[src/rtl/smbt_pkg.sv]
package smbt_pkg;
  localparam int BYTE_W = 8;

  typedef enum logic [2:0] {
    ST_IDLE,
    ST_ADDR,
    ST_ADDR_ACK,
    ST_CMD,
    ST_CMD_ACK,
    ST_DATA,
    ST_DATA_ACK,
    ST_TX
  } smbt_state_e;
endpackage

[src/rtl/smbt_line_filter.sv]
module smbt_line_filter #(
  parameter int FILT_LEN = 3
) (
  input  logic clk,
  input  logic rst_n,
  input  logic raw_i,
  output logic filt_o
);
  localparam int CW = (FILT_LEN > 1) ? $clog2(FILT_LEN) : 1;

  logic [1:0]    sync_q;
  logic [CW-1:0] cnt_q;
  logic          filt_q;
  logic          s;

  assign s      = sync_q[1];
  assign filt_o = filt_q;

  always_ff @(posedge clk or negedge rst_n) begin
    if (!rst_n) begin
      sync_q <= 2'b11;
      cnt_q  <= '0;
      filt_q <= 1'b1;
    end else begin
      sync_q <= {sync_q[0], raw_i};
      if (s == filt_q) begin
        cnt_q <= '0;
      end else if (cnt_q == CW'(FILT_LEN - 1)) begin
        filt_q <= s;
        cnt_q  <= '0;
      end else begin
        cnt_q <= cnt_q + 1'b1;
      end
    end
  end
endmodule

[src/rtl/smbt_bus_events.sv]
module smbt_bus_events (
  input  logic clk,
  input  logic rst_n,
  input  logic scl_f,
  input  logic sda_f,
  output logic scl_rise,
  output logic scl_fall,
  output logic bus_start,
  output logic bus_stop
);
  logic scl_q, sda_q;

  always_ff @(posedge clk or negedge rst_n) begin
    if (!rst_n) begin
      scl_q <= 1'b1;
      sda_q <= 1'b1;
    end else begin
      scl_q <= scl_f;
      sda_q <= sda_f;
    end
  end

  assign scl_rise  = ~scl_q & scl_f;
  assign scl_fall  = scl_q & ~scl_f;
  assign bus_start = scl_q & scl_f & sda_q & ~sda_f;
  assign bus_stop  = scl_q & scl_f & ~sda_q & sda_f;
endmodule

[src/rtl/smbt_reg_target.sv]
module smbt_reg_target
  import smbt_pkg::*;
#(
  parameter logic [6:0] SLV_ADDR = 7'h2C,
  parameter int         FILT_LEN = 3
) (
  input  logic              clk,
  input  logic              rst_n,
  input  logic              scl_i,
  input  logic              sda_i,
  output logic              sda_oe_o,
  output logic [BYTE_W-1:0] reg_addr_o,
  output logic [BYTE_W-1:0] reg_wdata_o,
  output logic              reg_we_o,
  input  logic [BYTE_W-1:0] reg_rdata_i
);
  localparam int NLINES = 2;
  localparam int BCW    = $clog2(BYTE_W + 1);

  logic [NLINES-1:0] raw_w, flt_w;
  logic scl_f, sda_f;
  logic scl_rise, scl_fall, bus_start, bus_stop;

  assign raw_w = {sda_i, scl_i};

  for (genvar g = 0; g < NLINES; g++) begin : g_line
    smbt_line_filter #(.FILT_LEN(FILT_LEN)) u_flt (
      .clk    (clk),
      .rst_n  (rst_n),
      .raw_i  (raw_w[g]),
      .filt_o (flt_w[g])
    );
  end

  assign scl_f = flt_w[0];
  assign sda_f = flt_w[1];

  smbt_bus_events u_evt (
    .clk       (clk),
    .rst_n     (rst_n),
    .scl_f     (scl_f),
    .sda_f     (sda_f),
    .scl_rise  (scl_rise),
    .scl_fall  (scl_fall),
    .bus_start (bus_start),
    .bus_stop  (bus_stop)
  );

  smbt_state_e       state;
  logic [BCW-1:0]    bitcnt;
  logic [BYTE_W-1:0] shreg, ptr_q, tx_q, wdata_q;
  logic              rnw_q, oe_q, we_q;
  logic              rx_state;

  assign rx_state = (state == ST_ADDR) || (state == ST_CMD) || (state == ST_DATA);

  always_ff @(posedge clk or negedge rst_n) begin
    if (!rst_n) begin
      state   <= ST_IDLE;
      bitcnt  <= '0;
      shreg   <= '0;
      ptr_q   <= '0;
      tx_q    <= '0;
      wdata_q <= '0;
      rnw_q   <= 1'b0;
      oe_q    <= 1'b0;
      we_q    <= 1'b0;
    end else begin
      we_q <= 1'b0;
      if (bus_start) begin
        state  <= ST_ADDR;
        bitcnt <= '0;
        oe_q   <= 1'b0;
      end else if (bus_stop) begin
        state  <= ST_IDLE;
        oe_q   <= 1'b0;
      end else begin
        if (rx_state && scl_rise) begin
          shreg  <= {shreg[BYTE_W-2:0], sda_f};
          bitcnt <= bitcnt + 1'b1;
        end
        if (scl_fall) begin
          unique case (state)
            ST_ADDR, ST_CMD, ST_DATA: begin
              if (bitcnt == BCW'(BYTE_W)) begin
                bitcnt <= '0;
                if (state == ST_ADDR) begin
                  if (shreg[BYTE_W-1:1] == SLV_ADDR) begin
                    rnw_q <= shreg[0];
                    oe_q  <= 1'b1;
                    state <= ST_ADDR_ACK;
                  end else begin
                    state <= ST_IDLE;
                  end
                end else if (state == ST_CMD) begin
                  ptr_q <= shreg;
                  oe_q  <= 1'b1;
                  state <= ST_CMD_ACK;
                end else begin
                  wdata_q <= shreg;
                  we_q    <= 1'b1;
                  oe_q    <= 1'b1;
                  state   <= ST_DATA_ACK;
                end
              end
            end
            ST_ADDR_ACK: begin
              bitcnt <= '0;
              if (rnw_q) begin
                tx_q  <= reg_rdata_i;
                oe_q  <= ~reg_rdata_i[BYTE_W-1];
                state <= ST_TX;
              end else begin
                oe_q  <= 1'b0;
                state <= ST_CMD;
              end
            end
            ST_CMD_ACK: begin
              oe_q  <= 1'b0;
              state <= ST_DATA;
            end
            ST_DATA_ACK: begin
              oe_q  <= 1'b0;
              state <= ST_IDLE;
            end
            ST_TX: begin
              if (bitcnt == BCW'(BYTE_W - 1)) begin
                oe_q  <= 1'b0;
                state <= ST_IDLE;
              end else begin
                bitcnt <= bitcnt + 1'b1;
                tx_q   <= {tx_q[BYTE_W-2:0], 1'b0};
                oe_q   <= ~tx_q[BYTE_W-2];
              end
            end
            default: ;
          endcase
        end
      end
    end
  end

  assign sda_oe_o    = oe_q;
  assign reg_we_o    = we_q;
  assign reg_wdata_o = wdata_q;
  assign reg_addr_o  = ptr_q;
endmodule

[config.mk]
export PLATFORM = sky130hd
export DESIGN_NAME = smbt_reg_target
export DESIGN_NICKNAME = d
export VERILOG_FILES = /design/src/rtl/smbt_pkg.sv /design/src/rtl/smbt_line_filter.sv /design/src/rtl/smbt_bus_events.sv /design/src/rtl/smbt_reg_target.sv
export SDC_FILE = /design/constraint.sdc
export NUM_CORES = 1
export LEC_CHECK = 0
export BUFFER_PORTS_ARGS = -buffer_cell sky130_fd_sc_hd__buf_2
export CORE_UTILIZATION = 40
export CTS_CLUSTER_SIZE = 28
export DETAILED_ROUTE_END_ITERATION = 8
export HOLD_SLACK_MARGIN = 0.06
export PLACE_DENSITY = 0.61
export SLEW_MARGIN = 20
export SYNTH_ARGS = -nofsm -noshare
export SYNTH_HDL_FRONTEND = slang
export SYNTH_SLANG_ARGS = --single-unit
[constraint.sdc]
create_clock -name clk -period 2 [get_ports clk]
set_clock_uncertainty 0.15 [all_clocks]
set_input_delay 0.1 -clock clk [delete_from_list [all_inputs] [get_ports clk]]
set_output_delay 0.1 -clock clk [all_outputs]
set_load 0.005 [all_outputs]
-- Word level (Yosys, flattened, before mapping)
Index checks and enable logic that the tools add are counted.
- bits in registers: 53
- input bits: 12
- equality and inequality tests: 20
- bitwise gates (word level): 19
- reductions and logical operators: 18
- add/subtract/negate cells: 3
- muxes and demuxes: 40
- operators with widths (kind ; count):
    $mux 4 ; 6
    $mux 3 ; 7
    $reduce_and 7->1 ; 3
    $mux 1 ; 15
    $pmux 3 s5 ; 1
    $mux 7 ; 2
    $pmux 7 s2 ; 1
    $eq 3x3->1 const B ; 4
    $mux 2 ; 6
    $not 1->1 ; 12
    $pmux 4 s3 ; 1
    $ne 4x4->1 const B ; 2
    $reduce_and 4->1 ; 2
    $and 1x1->1 ; 7
    $eq 7x6->1 const B ; 1
    $reduce_bool 7->1 ; 1
    $eq 3x2->1 const B ; 2
    $ne 2x2->1 const B ; 3
    $reduce_and 6->1 ; 1
    $reduce_bool 6->1 ; 1
    $ne 5x5->1 const B ; 1
    $add 2x1->2 const B ; 2
    $add 4x1->4 const B ; 1
    $eq 2x2->1 const B ; 2
    other kinds (13) ; 16

-- Depth between registers and ports, before layout
Gate-level depths: netlist of the first run.
- depth after elaboration: 10
- depth in mapped cells: 7
- mapped depth without buffers: 7

-- Hierarchy
From an unflattened synthesis of the first run, not the netlist that was laid out.
- cell total of the unflattened synthesis: 203
- area, all modules: 2580.0 sq um
- modules (own cells, without submodules) (module ; area an instance (sq um) ; times used ; seq. area each (sq um) ; cells an instance):
    smbt_reg_target ; 2137.0 ; 1 ; 1026.0 ; 177
    smbt_line_filter ; 178.9 ; 2 ; 128.9 ; 10
    smbt_bus_events ; 85.1 ; 1 ; 52.6 ; 6

-- Least setup slack after synthesis of the first run
No wires, ideal clock.
- path kind: flip-flop to flip-flop
- start point: register bitcnt[0]
- end point: register state[0]
- setup time: 0.126 ns
- stages on the path, launching flop included: 8
- period minus slack after synthesis: 1.856 ns
- arrival time: 1.580 ns
- required time: 1.724 ns
- setup slack: 0.144 ns
- cells stage by stage: dfrtp_1 > inv_1 > ha_1 > nand3b_4 > and3_1 > nor3_1 > o21ai_0 > a311o_1
- word-level cells in the longest chain between the ends: 3
- elaborated cells between the ends (all ways): 5
- those cells by class: 4 x eq/ne; 1 x reduce/logical
- RTL lines (element ; RTL line ; source):
    from (decl) ; smbt_reg_target.sv:50 ; logic [BCW-1:0] bitcnt;
    from (signal assigned) ; smbt_reg_target.sv:80 ; bitcnt <= bitcnt + 1'b1;
    from (signal assigned) ; smbt_reg_target.sv:131 ; bitcnt <= bitcnt + 1'b1;
    $eq 4x3->1 / $eq 4x4->1 (equally long branches) ; smbt_reg_target.sv:127, smbt_reg_target.sv:85 ;
    $ne 4x4->1 (no source line) ; n/a ;
    $reduce_and 4->1 (no source line) (*) ; n/a ;
    to (signal assigned) ; smbt_reg_target.sv:120 ; state <= ST_DATA;
    to (signal assigned) ; smbt_reg_target.sv:124 ; state <= ST_IDLE;
    to (signal assigned) ; smbt_reg_target.sv:129 ; state <= ST_IDLE;
    to (decl) ; smbt_reg_target.sv:49 ; smbt_state_e state;
Mark *: on every way between the ends. The rest lies on a longest branch, timed or not.
A chain may end at the register's enable or synchronous reset.

-- Final worst setup path of the first run
- start point: register bitcnt[0]
- end point: register wdata_q[3] (netlist: reg_wdata_o[3])
- word-level cells in the longest chain between the ends: 2
- RTL lines (element ; RTL line ; source):
    $eq 4x4->1 ; smbt_reg_target.sv:85 ; if (bitcnt == BCW'(BYTE_W)) begin
    $reduce_and 7->1 (no source line) ; n/a ;
    to (signal assigned) ; smbt_reg_target.sv:100 ; wdata_q <= shreg;
    to (decl) ; smbt_reg_target.sv:51 ; logic [BYTE_W-1:0] shreg, ptr_q, tx_q, wdata_q;
No other way between the ends.

==> impl_metrics.yaml, run 1 <==
run_status:
  run_status: "finished clean"
pwr:
  powerDensity_mw_per_mm2: 929
  combPwrFrac: 0.247
  leakagePower_nw: 1.45
  p_total_mw: 2.75
  p_int_mw: 1.88
  pwr-share-clk: 0.223
  netSwitchingPower_mw: 0.870
  irDropWorstVdd_uv: 568
  swShare: 0.316
  p_seq_frac: 0.529
final_layout:
  areaGrowthSynthToFinish_pct: 23.5
  drive_gt1_frac: 0.411
  final_nets: 259
  final_area_mm2: 0.00296
  final_core_util: 0.525
  diodes: 0
route:
  avgRoutedWirePerCell_um: 13.5
  firstDrtPassIters: 4
  via_per_inst: 5.21
  drc: 0
  num_vias: 1658
  drtAntennaViolNets: 0
  detail_route.iter0.violations: 58
  drt_wl_total_um: 4280
setup_path:
  cp-endpoint: "reg_wdata_o[3]$_DFFE_PN0P_"
  startpoint: "bitcnt[0]$_DFFE_PN0P_"
  rr_endpoint: "reg_wdata_o[3]$_DFFE_PN0P_"
  cp_max_fo: 9
  crit_arrival_ns: 1.95
  reg2reg_slack_ns: 0.09
  worstSetupEndpointType: "register"
  r2r-start: "bitcnt[0]$_DFFE_PN0P_"
  max_stage_delay_ns: 0.44
  critPathSlowestCell: "dfrtp_1"
  crit_type: "register to register"
  critPathRequiredTime_ns: 2.04
  cp-start-kind: "register"
  r2r_cells: 8
  path_cells: "inv_1 -> ha_2 -> nand3b_4 -> nor2_4 -> inv_2 -> nor3_4 -> buf_12 -> mux2_2"
die:
  pin_count: 30
  die_y_um: 79.4
  rows: 27
  start_util: 0.425
  die_area_mm2: 0.00631
  core_mm2: 0.00564
  fp.dieW_um: 79.4
logic_synthesis:
  synth_compound_area_frac: 0.0955
  avgSynthCellArea_um2: 12.3
  synth_area_leaders: "dfrtp_1, mux2_2, dfstp_2, mux2i_1, o21ai_0"
  synth_mux_area_frac: 0.156
  yosys.area_share.xor_xnor: 0.0110
  netlist-cell-type-count: 46
  yosysTopAreaCell: "dfrtp_1"
  synth_top_family_by_area: "multiplexers"
  synth_cells: 195
  synth-seq-cells: 53
  synthAdderAreaFrac: 0.0104
  yosys_warnings: 0
  synthFlopType: "dfrtp_1"
  synthSimpleGateAreaFrac: 0.142
  synth_edf_count: 0
  synth_top_area_share: 0.469
  yosysSeqAreaShare: 0.557
  synthArstFlopShare: 1.00
  synth_fp_nets: 209
  mappedNetlistArea_mm2: 0.00240
clocking:
  root_buffer: "clkbuf_8"
  cts_sinks: 53
  cts_tree: "yes"
  clk_latency_ns: 0.29
  ctsHtreeMaxLevel: 2
  cts_buffers: 5
  clk_pin_slew_ns: 0.09
  cts_buffer_depth: 2
timing:
  hold_ws_ns: 0.148
  hold_viol: 0
  slew_viol_final: 0
  tightest_slew_ns: 0.589
  finalCritPeriodShare: 0.955
  setup_ws_ns: 0.0892
  relSlewSlack: 0.604
  period_minus_slack_ns: 1.91
  setup_violations: 0
  fmax_mhz: 523
grt:
  antenna_found_initial: 0
  gr-usage-all-layers: 0.152
  first_global_vias: 1653
  grt_max_degree: 33
  grt_overflow_total: 0
  grt_pass1_wl_um: 7510
hold_path:
  hp-class: "input port to asynchronous set/reset pin"
placed_design:
  dpl.hpwl_um: 3040
  place.gp.congestion: 0.789
  pre_cts_ws_ns: 0.0196
  io_buffers: 29
  dpl_cell_area_mm2: 0.00270
flow_run:
  cap_violations: 0
-- how the worst min path moves through the flow --
| stage | from | to | slack, ns | depth (start not counted) |
|---|---|---|---|---|
| floorplan | rst_n | bitcnt[0]$_DFFE_PN0P_ | -0.35 | 0 |
| global placement | rst_n | g_line[1].u_flt.cnt_q[1]$_DFF_PN0_ | -0.04 | 1 |
| detailed placement | rst_n | g_line[1].u_flt.cnt_q[1]$_DFF_PN0_ | -0.04 | 1 |
| CTS | rst_n | g_line[1].u_flt.cnt_q[1]$_DFF_PN0_ | 0.16 | 2 |
| global route | rst_n | g_line[1].u_flt.cnt_q[1]$_DFF_PN0_ | 0.18 | 2 |
| finish | rst_n | g_line[1].u_flt.cnt_q[1]$_DFF_PN0_ | 0.15 | 2 |
-- power groups by stage --
stage,Clock [mW],Sequential [mW],Combinational [mW]
after floorplan,0,1.42,0.469
after global placement,0,1.47,0.605
after detailed placement,0,1.48,0.604
after CTS,0.649,1.45,0.619
after global routing,0.687,1.50,0.757
final,0.615,1.46,0.680
-- flip-flops by register name, indices dropped and copies added (netlist names) --
| name | cells |
|---|---|
| sda_oe_o | 1 |
| reg_wdata_o | 8 |
| reg_addr_o | 8 |
| u_evt.scl_q | 1 |
| bitcnt | 4 |
| shreg | 8 |
| state | 3 |
| rnw_q | 1 |
| tx_q | 7 |
| u_evt.sda_q | 1 |
| g_line.u_flt.filt_o | 2 |
| g_line.u_flt.cnt_q | 4 |
| reg_we_o | 1 |
| g_line.u_flt.sync_q | 4 |
-- kinds of logic after synthesis --
family,Yosys count
AOI/OAI and AO/OA,32
xor gates and xnor gates,3
adders and majority gates,2
buffers and inverters,15
DFF,53
muxes,34
and+or+nand+nor,56
-- per-stage QoR --
| step | TNS (ns) | std cells |
|---|---|---|
| global route | -0.0288 | 318 |
| finish | 0 | 318 |
| CTS | 0 | 317 |
| floorplan | 0 | 195 |
| global placement | 0 | 299 |
| detailed placement | 0 | 299 |
-- repair_timing --
item                       in CTS  in global routing
hold buffers                   10                  0
buffers inserted                0                  1
gates resized for setup         0                 15
hold endpoints to repair       62                  0
setup endpoints to repair       0                  9
-- cells in the final DEF (no fill, tap or decap), types with 3 or more instances in the layout --
cell           count
clkbuf_8           6
buf_2             29
nand3_1            5
dfrtp_1           43
buf_4             10
nand2b_1           3
mux2i_1            7
a21oi_1            3
nor2b_1            5
mux2_2            25
dfstp_2            8
xnor2_1            3
inv_1              6
nor3_1             5
and3_1             3
nor2_1             8
nand2_1           11
o21ai_0           10
dlygate4sd3_1     10
-- per-layer routing --
metal  routed length (um)  global-route usage  up-vias
met5                    0                   0        -
met4                   43              0.0491        0
met1                 2040               0.203      806
met2                 2030               0.247       39
met3                  166              0.0309        4
li1                     -                   -      809
-- cell usage after synthesis (2+ instances only) --
library cell  count
xnor2_1           3
nand3_1           5
nand2_1          11
o21ai_0          11
inv_1             6
a311o_1           2
dfstp_2           8
nand2b_1          4
mux2i_1           7
o211ai_1          2
clkbuf_1          2
nor2_1            8
nor2b_1           5
nor3b_1           2
a21oi_1           3
a211oi_1          2
ha_1              2
and3_1            4
nand4b_1          2
dfrtp_1          45
nor3_1            6
buf_2             5
and4b_1           2
mux2_1            2
mux2_2           25
-- worst max-delay path, delay by kind of cell, from the launching register on --
kind          cells  cell delay, ns
flops             1            0.44
simple gates      3            0.40
mux               1            0.33
buf+inv           3            0.29
fa+ha+maj         1            0.20
-- cell type report --
type,count,area (um2)
Sequential cell,53,1340
Tap cell,72,90.1
Inverter,7,26.3
Multi-Input combinational cell,127,1050
Clock buffer,6,82.6
Timing Repair Buffer,51,360
Clock inverter,2,13.8
Fill cell,498,2680
No activity file was read; power rests on OpenSTA's default activity.
==> run 2: changes to the inputs <==
PLACE_DENSITY = not set   (was 0.61)
RECOVER_POWER = 50   (was not set)
==> run 2 against run 1 <==
Maximum frequency up 1.3%; power up 6.2%; sequential share of layout area fell by 0.29 points; cell count grew 0.31%; count of clock-buffer cells in the layout shrank 1; non-clock buffer count rose by 1; first-iteration DRC count rose by 110%; core utilization grew 0.24 points; register-to-register slack better by 0.02 ns; worst hold slack improved by 0.062 ns; wire length increased by 2.0%; final area rose by 0.46%; critical path type unchanged; largest cell class unchanged.
==> impl_metrics.yaml, run 2 (synthesis results as in run 1) <==
clocking:
  cts_buffers: 5
  cts_sinks: 53
  clk_pin_slew_ns: 0.11
  cts_buffer_depth: 2
  root_buffer: "clkbuf_8"
  postCtsSetupRepairBufs: 0
  clk_latency_ns: 0.31
  cts_tree: "yes"
  ctsHtreeMaxLevel: 2
route:
  drtAntennaViolNets: 0
  num_vias: 1646
  drc: 0
  via_per_inst: 5.16
  detail_route.iter0.violations: 120
  drt_wl_total_um: 4370
  firstDrtPassIters: 4
  avgRoutedWirePerCell_um: 13.7
timing:
  hold_viol: 0
  period_minus_slack_ns: 1.89
  fmax_mhz: 530
  finalCritPeriodShare: 0.944
  slew_viol_final: 0
  tns_ns: 0
  relSlewSlack: 0.164
  setup_violations: 0
  tightest_slew_ns: 1.25
  rsz0062_at_grt: "false"
grt:
  gr-usage-all-layers: 0.155
  antenna_found_initial: 0
  grt_overflow_total: 0
  first_global_vias: 1706
  grt_pass1_wl_um: 7730
  grt_max_degree: 54
hold_path:
  holdPathEnd: "g_line[0].u_flt.sync_q[1]$_DFF_PN1_"
  hp-class: "register to register"
  whs_path_depth: 0
  hold_path_startpoint: "g_line[0].u_flt.sync_q[0]$_DFF_PN1_"
setup_path:
  cp-start-kind: "register"
  cp_max_fo: 9
  r2r_cells: 8
  critPathRequiredTime_ns: 2.05
  crit_type: "register to register"
  path_buf_inv: 3
  reg2reg_slack_ns: 0.11
  path_cells: "inv_1 -> ha_4 -> nand3b_4 -> nor2_4 -> inv_2 -> nor3_4 -> buf_12 -> mux2_1"
  max_stage_delay_ns: 0.42
  worstSetupEndpointType: "register"
  path_depth: 8
  crit_arrival_ns: 1.94
  critical-path-top-delay-family: "flip-flops"
  rr_endpoint: "reg_wdata_o[6]$_DFFE_PN0P_"
  critPathSlowestCell: "dfrtp_1"
  r2r-start: "bitcnt[1]$_DFFE_PN0P_"
die:
  rows: 27
  die_y_um: 79.4
  pin_count: 30
  start_util: 0.425
  core_mm2: 0.00564
  die_area_mm2: 0.00631
  fp.dieW_um: 79.4
pwr:
  leakagePower_nw: 1.43
  powerDensity_mw_per_mm2: 983
  irDropWorstVdd_uv: 472
placed_design:
  io_buffers: 29
  place.gp.congestion: 0.800
  dpl.hpwl_um: 2950
final_layout:
  drive_gt1_frac: 0.364
  diodes: 0
  final_cell_mix: "dfrtp_1, mux2_2, buf_2"
  final_common_cell: "dfrtp_1"
  final_nets: 260
  final_core_util: 0.528
  areaGrowthSynthToFinish_pct: 24.1
run_status:
  run_status: "finished clean"
flow_run:
  cap_violations: 0
==> run 2: cell count changes in the layout (fill, tap and decap cells not counted), sizes merged <==
cell and change:
clkinv -1, inv +1, buf -8, bufinv +1, clkbuf +8
==> run 2: worst max-delay path by stage <==
stage | startpoint | to | slack (ns)
after CTS | bitcnt[0]$_DFFE_PN0P_ | bitcnt[0]$_DFFE_PN0P_ | 0.03
after floorplan | bitcnt[0]$_DFFE_PN0P_ | state[0]$_DFFE_PN0P_ | 0.14
after global placement | bitcnt[0]$_DFFE_PN0P_ | state[0]$_DFFE_PN0P_ | 0.04
after global routing | bitcnt[1]$_DFFE_PN0P_ | sda_oe_o$_DFFE_PN0P_ | 0.001
after detailed placement | bitcnt[0]$_DFFE_PN0P_ | state[0]$_DFFE_PN0P_ | 0.01
final | bitcnt[1]$_DFFE_PN0P_ | reg_wdata_o[6]$_DFFE_PN0P_ | 0.11
==> run 2: power breakdown <==
group,internal (mW),leakage (nW),total [mW],switching [mW]
clock,0.384,0.0603,0.750,0.366
sequential,1.27,0.662,1.46,0.189
combinational,0.355,0.710,0.720,0.365
total,2.01,1.43,2.93,0.920
==> run 2: what timing repair did <==
action                                 4_1_cts  5_1_grt
pin swaps                                    0        2
setup endpoints to repair                    2       16
endpoints found under the hold margin       54        0
gates cloned                                 0        0
hold buffers                                10        0
resized for setup                            1       12
==> run 2: per-stage QoR <==
| stage | hold WS, ns | setup WS (ns) | power [mW] | cell area [um2] | instances |
|---|---|---|---|---|---|
| after floorplan | -0.346 | 0.144 | 1.89 | 2400 | 195 |
| after global placement | 0.0546 | 0.0441 | 2.09 | 2720 | 301 |
| after detailed placement | 0.0572 | 0.0146 | 2.10 | 2720 | 301 |
| after CTS | 0.212 | 0.0250 | 2.89 | 2940 | 319 |
| after global routing | 0.221 | 0.00122 | 3.11 | 2980 | 319 |
| final | 0.210 | 0.113 | 2.93 | 2980 | 319 |
==> run 2: metal layers <==
metal | up-vias | part of all wire | global-route usage
met5 | - | 0 | 0
met4 | 0 | 0.012 | 0.0600
met3 | 5 | 0.051 | 0.0343
met2 | 46 | 0.46 | 0.245
met1 | 792 | 0.48 | 0.207
li1 | 803 | - | -
==> run 2: layout make-up <==
type                       instances  area, um2
fill                             509       2670
tap                               72       90.1
inverter                           7       26.3
multi-input combinational        127       1050
clock buffer                       5       68.8
timing repair buffer              52        355
sequential                        53       1340
clock inverter                     3       50.0
==> run 2: worst reg2reg max path, delay by kind of cell, from the launching register on <==
kind / cells / cell delay (ns)
adders and majority gates: 1 / 0.17
buffers and inverters: 3 / 0.33
and+or+nand+nor: 3 / 0.40
DFF: 1 / 0.42
muxes: 1 / 0.32
==> run 3: changes to the inputs <==
CAP_MARGIN = 30   (was not set)
clock period = 2.3 ns   (was 2 ns; I/O delays follow)
==> run 3 against run 2 <==
Global-route usage up 0.30 points; flip-flop and latch count unchanged; die area unchanged; power down 19%; critical path depth down 1; worst setup slack better by 0.16 ns; via count up 0.79%; clock power down 25%; count of clock-buffer cells in the layout up 1; critical path type unchanged; critical endpoint is now reg_wdata_o[2]$_DFFE_PN0P_; highest routed layer unchanged.
==> impl_metrics.yaml, run 3 (synthesis results as in run 1) <==
run_status:
  run_status: "finished clean"
pwr:
  irDropWorstVdd_uv: 468
  powerDensity_mw_per_mm2: 827
  leakagePower_nw: 1.41
  p_total_mw: 2.36
clocking:
  clk_pin_slew_ns: 0.10
  clk_latency_ns: 0.31
  postCtsSetupRepairBufs: 0
  cts_sinks: 53
  root_buffer: "clkbuf_8"
  cts_buffers: 5
  cts_buffer_depth: 2
  postCtsResizedCells: 0
  ctsHtreeMaxLevel: 2
  cts_tree: "yes"
grt:
  antenna_found_initial: 0
  grt_max_degree: 29
  grt_overflow_total: 0
  first_global_vias: 1679
  gr-usage-all-layers: 0.158
  grt_pass1_wl_um: 7750
setup_path:
  worstSetupEndpointType: "register"
  r2r_cells: 7
  crit_arrival_ns: 2.08
  max_stage_delay_ns: 0.42
  critPathRequiredTime_ns: 2.35
  cp_max_fo: 9
  crit_type: "register to register"
  reg2reg_slack_ns: 0.27
  rr_endpoint: "reg_wdata_o[2]$_DFFE_PN0P_"
  path_cells: "inv_1 -> ha_1 -> nand3b_4 -> nor2_4 -> inv_2 -> nor3_4 -> mux2_2"
  critical-path-top-delay-family: "simple AND/OR/NAND/NOR gates"
  r2r-start: "bitcnt[0]$_DFFE_PN0P_"
  path_buf_inv: 2
  cp-start-kind: "register"
  critPathSlowestCell: "dfrtp_1"
placed_design:
  place.gp.congestion: 0.801
  dpl_cell_area_mm2: 0.00266
  dpl.hpwl_um: 3080
  io_buffers: 29
final_layout:
  drive_gt1_frac: 0.333
  final_cell_mix: "dfrtp_1, mux2_2, buf_2"
  diodes: 0
  final_common_cell: "dfrtp_1"
  areaGrowthSynthToFinish_pct: 18.9
  final_area_mm2: 0.00285
  final_nets: 256
  final_core_util: 0.505
hold_path:
  holdPathEnd: "g_line[0].u_flt.sync_q[1]$_DFF_PN1_"
  whs_path_depth: 0
  hold_path_startpoint: "g_line[0].u_flt.sync_q[0]$_DFF_PN1_"
  hp-class: "register to register"
die:
  start_util: 0.425
  fp.dieW_um: 79.4
  die_y_um: 79.4
  die_area_mm2: 0.00631
  rows: 27
  core_mm2: 0.00564
  pin_count: 30
timing:
  relSlewSlack: 0.0677
  period_minus_slack_ns: 2.03
  setup_violations: 0
  fmax_mhz: 493
  tns_ns: 0
  hold_ws_ns: 0.210
  slew_viol_final: 0
  finalCritPeriodShare: 0.882
  tightest_slew_ns: 1.40
  hold_viol: 0
  rsz0062_at_grt: "false"
flow_run:
  cap_violations: 0
route:
  via_per_inst: 5.27
  drtAntennaViolNets: 0
  drt_wl_total_um: 4360
  avgRoutedWirePerCell_um: 13.8
  drc: 0
  detail_route.iter0.violations: 124
  firstDrtPassIters: 4
  num_vias: 1659
run 3: report_power, final:
group	total, mW	switching [mW]	internal (mW)
combinational	0.523	0.263	0.260
sequential	1.27	0.171	1.10
clock	0.561	0.313	0.248
total	2.36	0.747	1.61
run 3: cell type report:
| class | count | area (um2) |
|---|---|---|
| repair buffers | 48 | 304 |
| fillers | 519 | 2790 |
| clock inverters | 2 | 16.3 |
| multi-input cells | 127 | 996 |
| inverters | 7 | 26.3 |
| flip-flops and latches | 53 | 1340 |
| clock buffers | 6 | 82.6 |
| well taps | 72 | 90.1 |
run 3: worst max-delay path by stage:
stage | startpoint | endpoint | slack [ns] | cells after the start
final | bitcnt[0]$_DFFE_PN0P_ | reg_wdata_o[2]$_DFFE_PN0P_ | 0.27 | 7
after global routing | bitcnt[0]$_DFFE_PN0P_ | tx_q[4]$_DFFE_PN0P_ | 0.05 | 6
after CTS | g_line[0].u_flt.filt_o$_DFFE_PN1P_ | bitcnt[0]$_DFFE_PN0P_ | 0.25 | 6
after detailed placement | bitcnt[0]$_DFFE_PN0P_ | reg_wdata_o[1]$_DFFE_PN0P_ | 0.25 | 7
after global placement | bitcnt[0]$_DFFE_PN0P_ | reg_wdata_o[2]$_DFFE_PN0P_ | 0.27 | 7
after floorplan | bitcnt[0]$_DFFE_PN0P_ | state[0]$_DFFE_PN0P_ | 0.44 | 7
run 3: routing by layer:
| metal | routed length [um] | part of all wire | track usage |
|---|---|---|---|
| met1 | 2060 | 0.47 | 0.216 |
| met5 | 0 | 0 | 0 |
| met4 | 74 | 0.017 | 0.0600 |
| met2 | 2020 | 0.46 | 0.244 |
| met3 | 209 | 0.048 | 0.0366 |
run 3: timing repair:
item	4_1_cts	5_1_grt
endpoints found under the hold margin	35	0
setup endpoints to repair	0	0
hold buffers	10	0
run 3: through the flow:
stage / cells / setup WS [ns]
final: 315 / 0.272
after floorplan: 195 / 0.444
after detailed placement: 297 / 0.252
after global routing: 315 / 0.0514
after global placement: 297 / 0.275
after CTS: 315 / 0.251
run 3: worst reg2reg max path, stage by stage, from the launching register on:
cell and delay, ns:
dfrtp_1 0.42, inv_1 0.07, ha_1 0.21, nand3b_4 0.11
nor2_4 0.11, inv_2 0.06, nor3_4 0.42, mux2_2 0.39
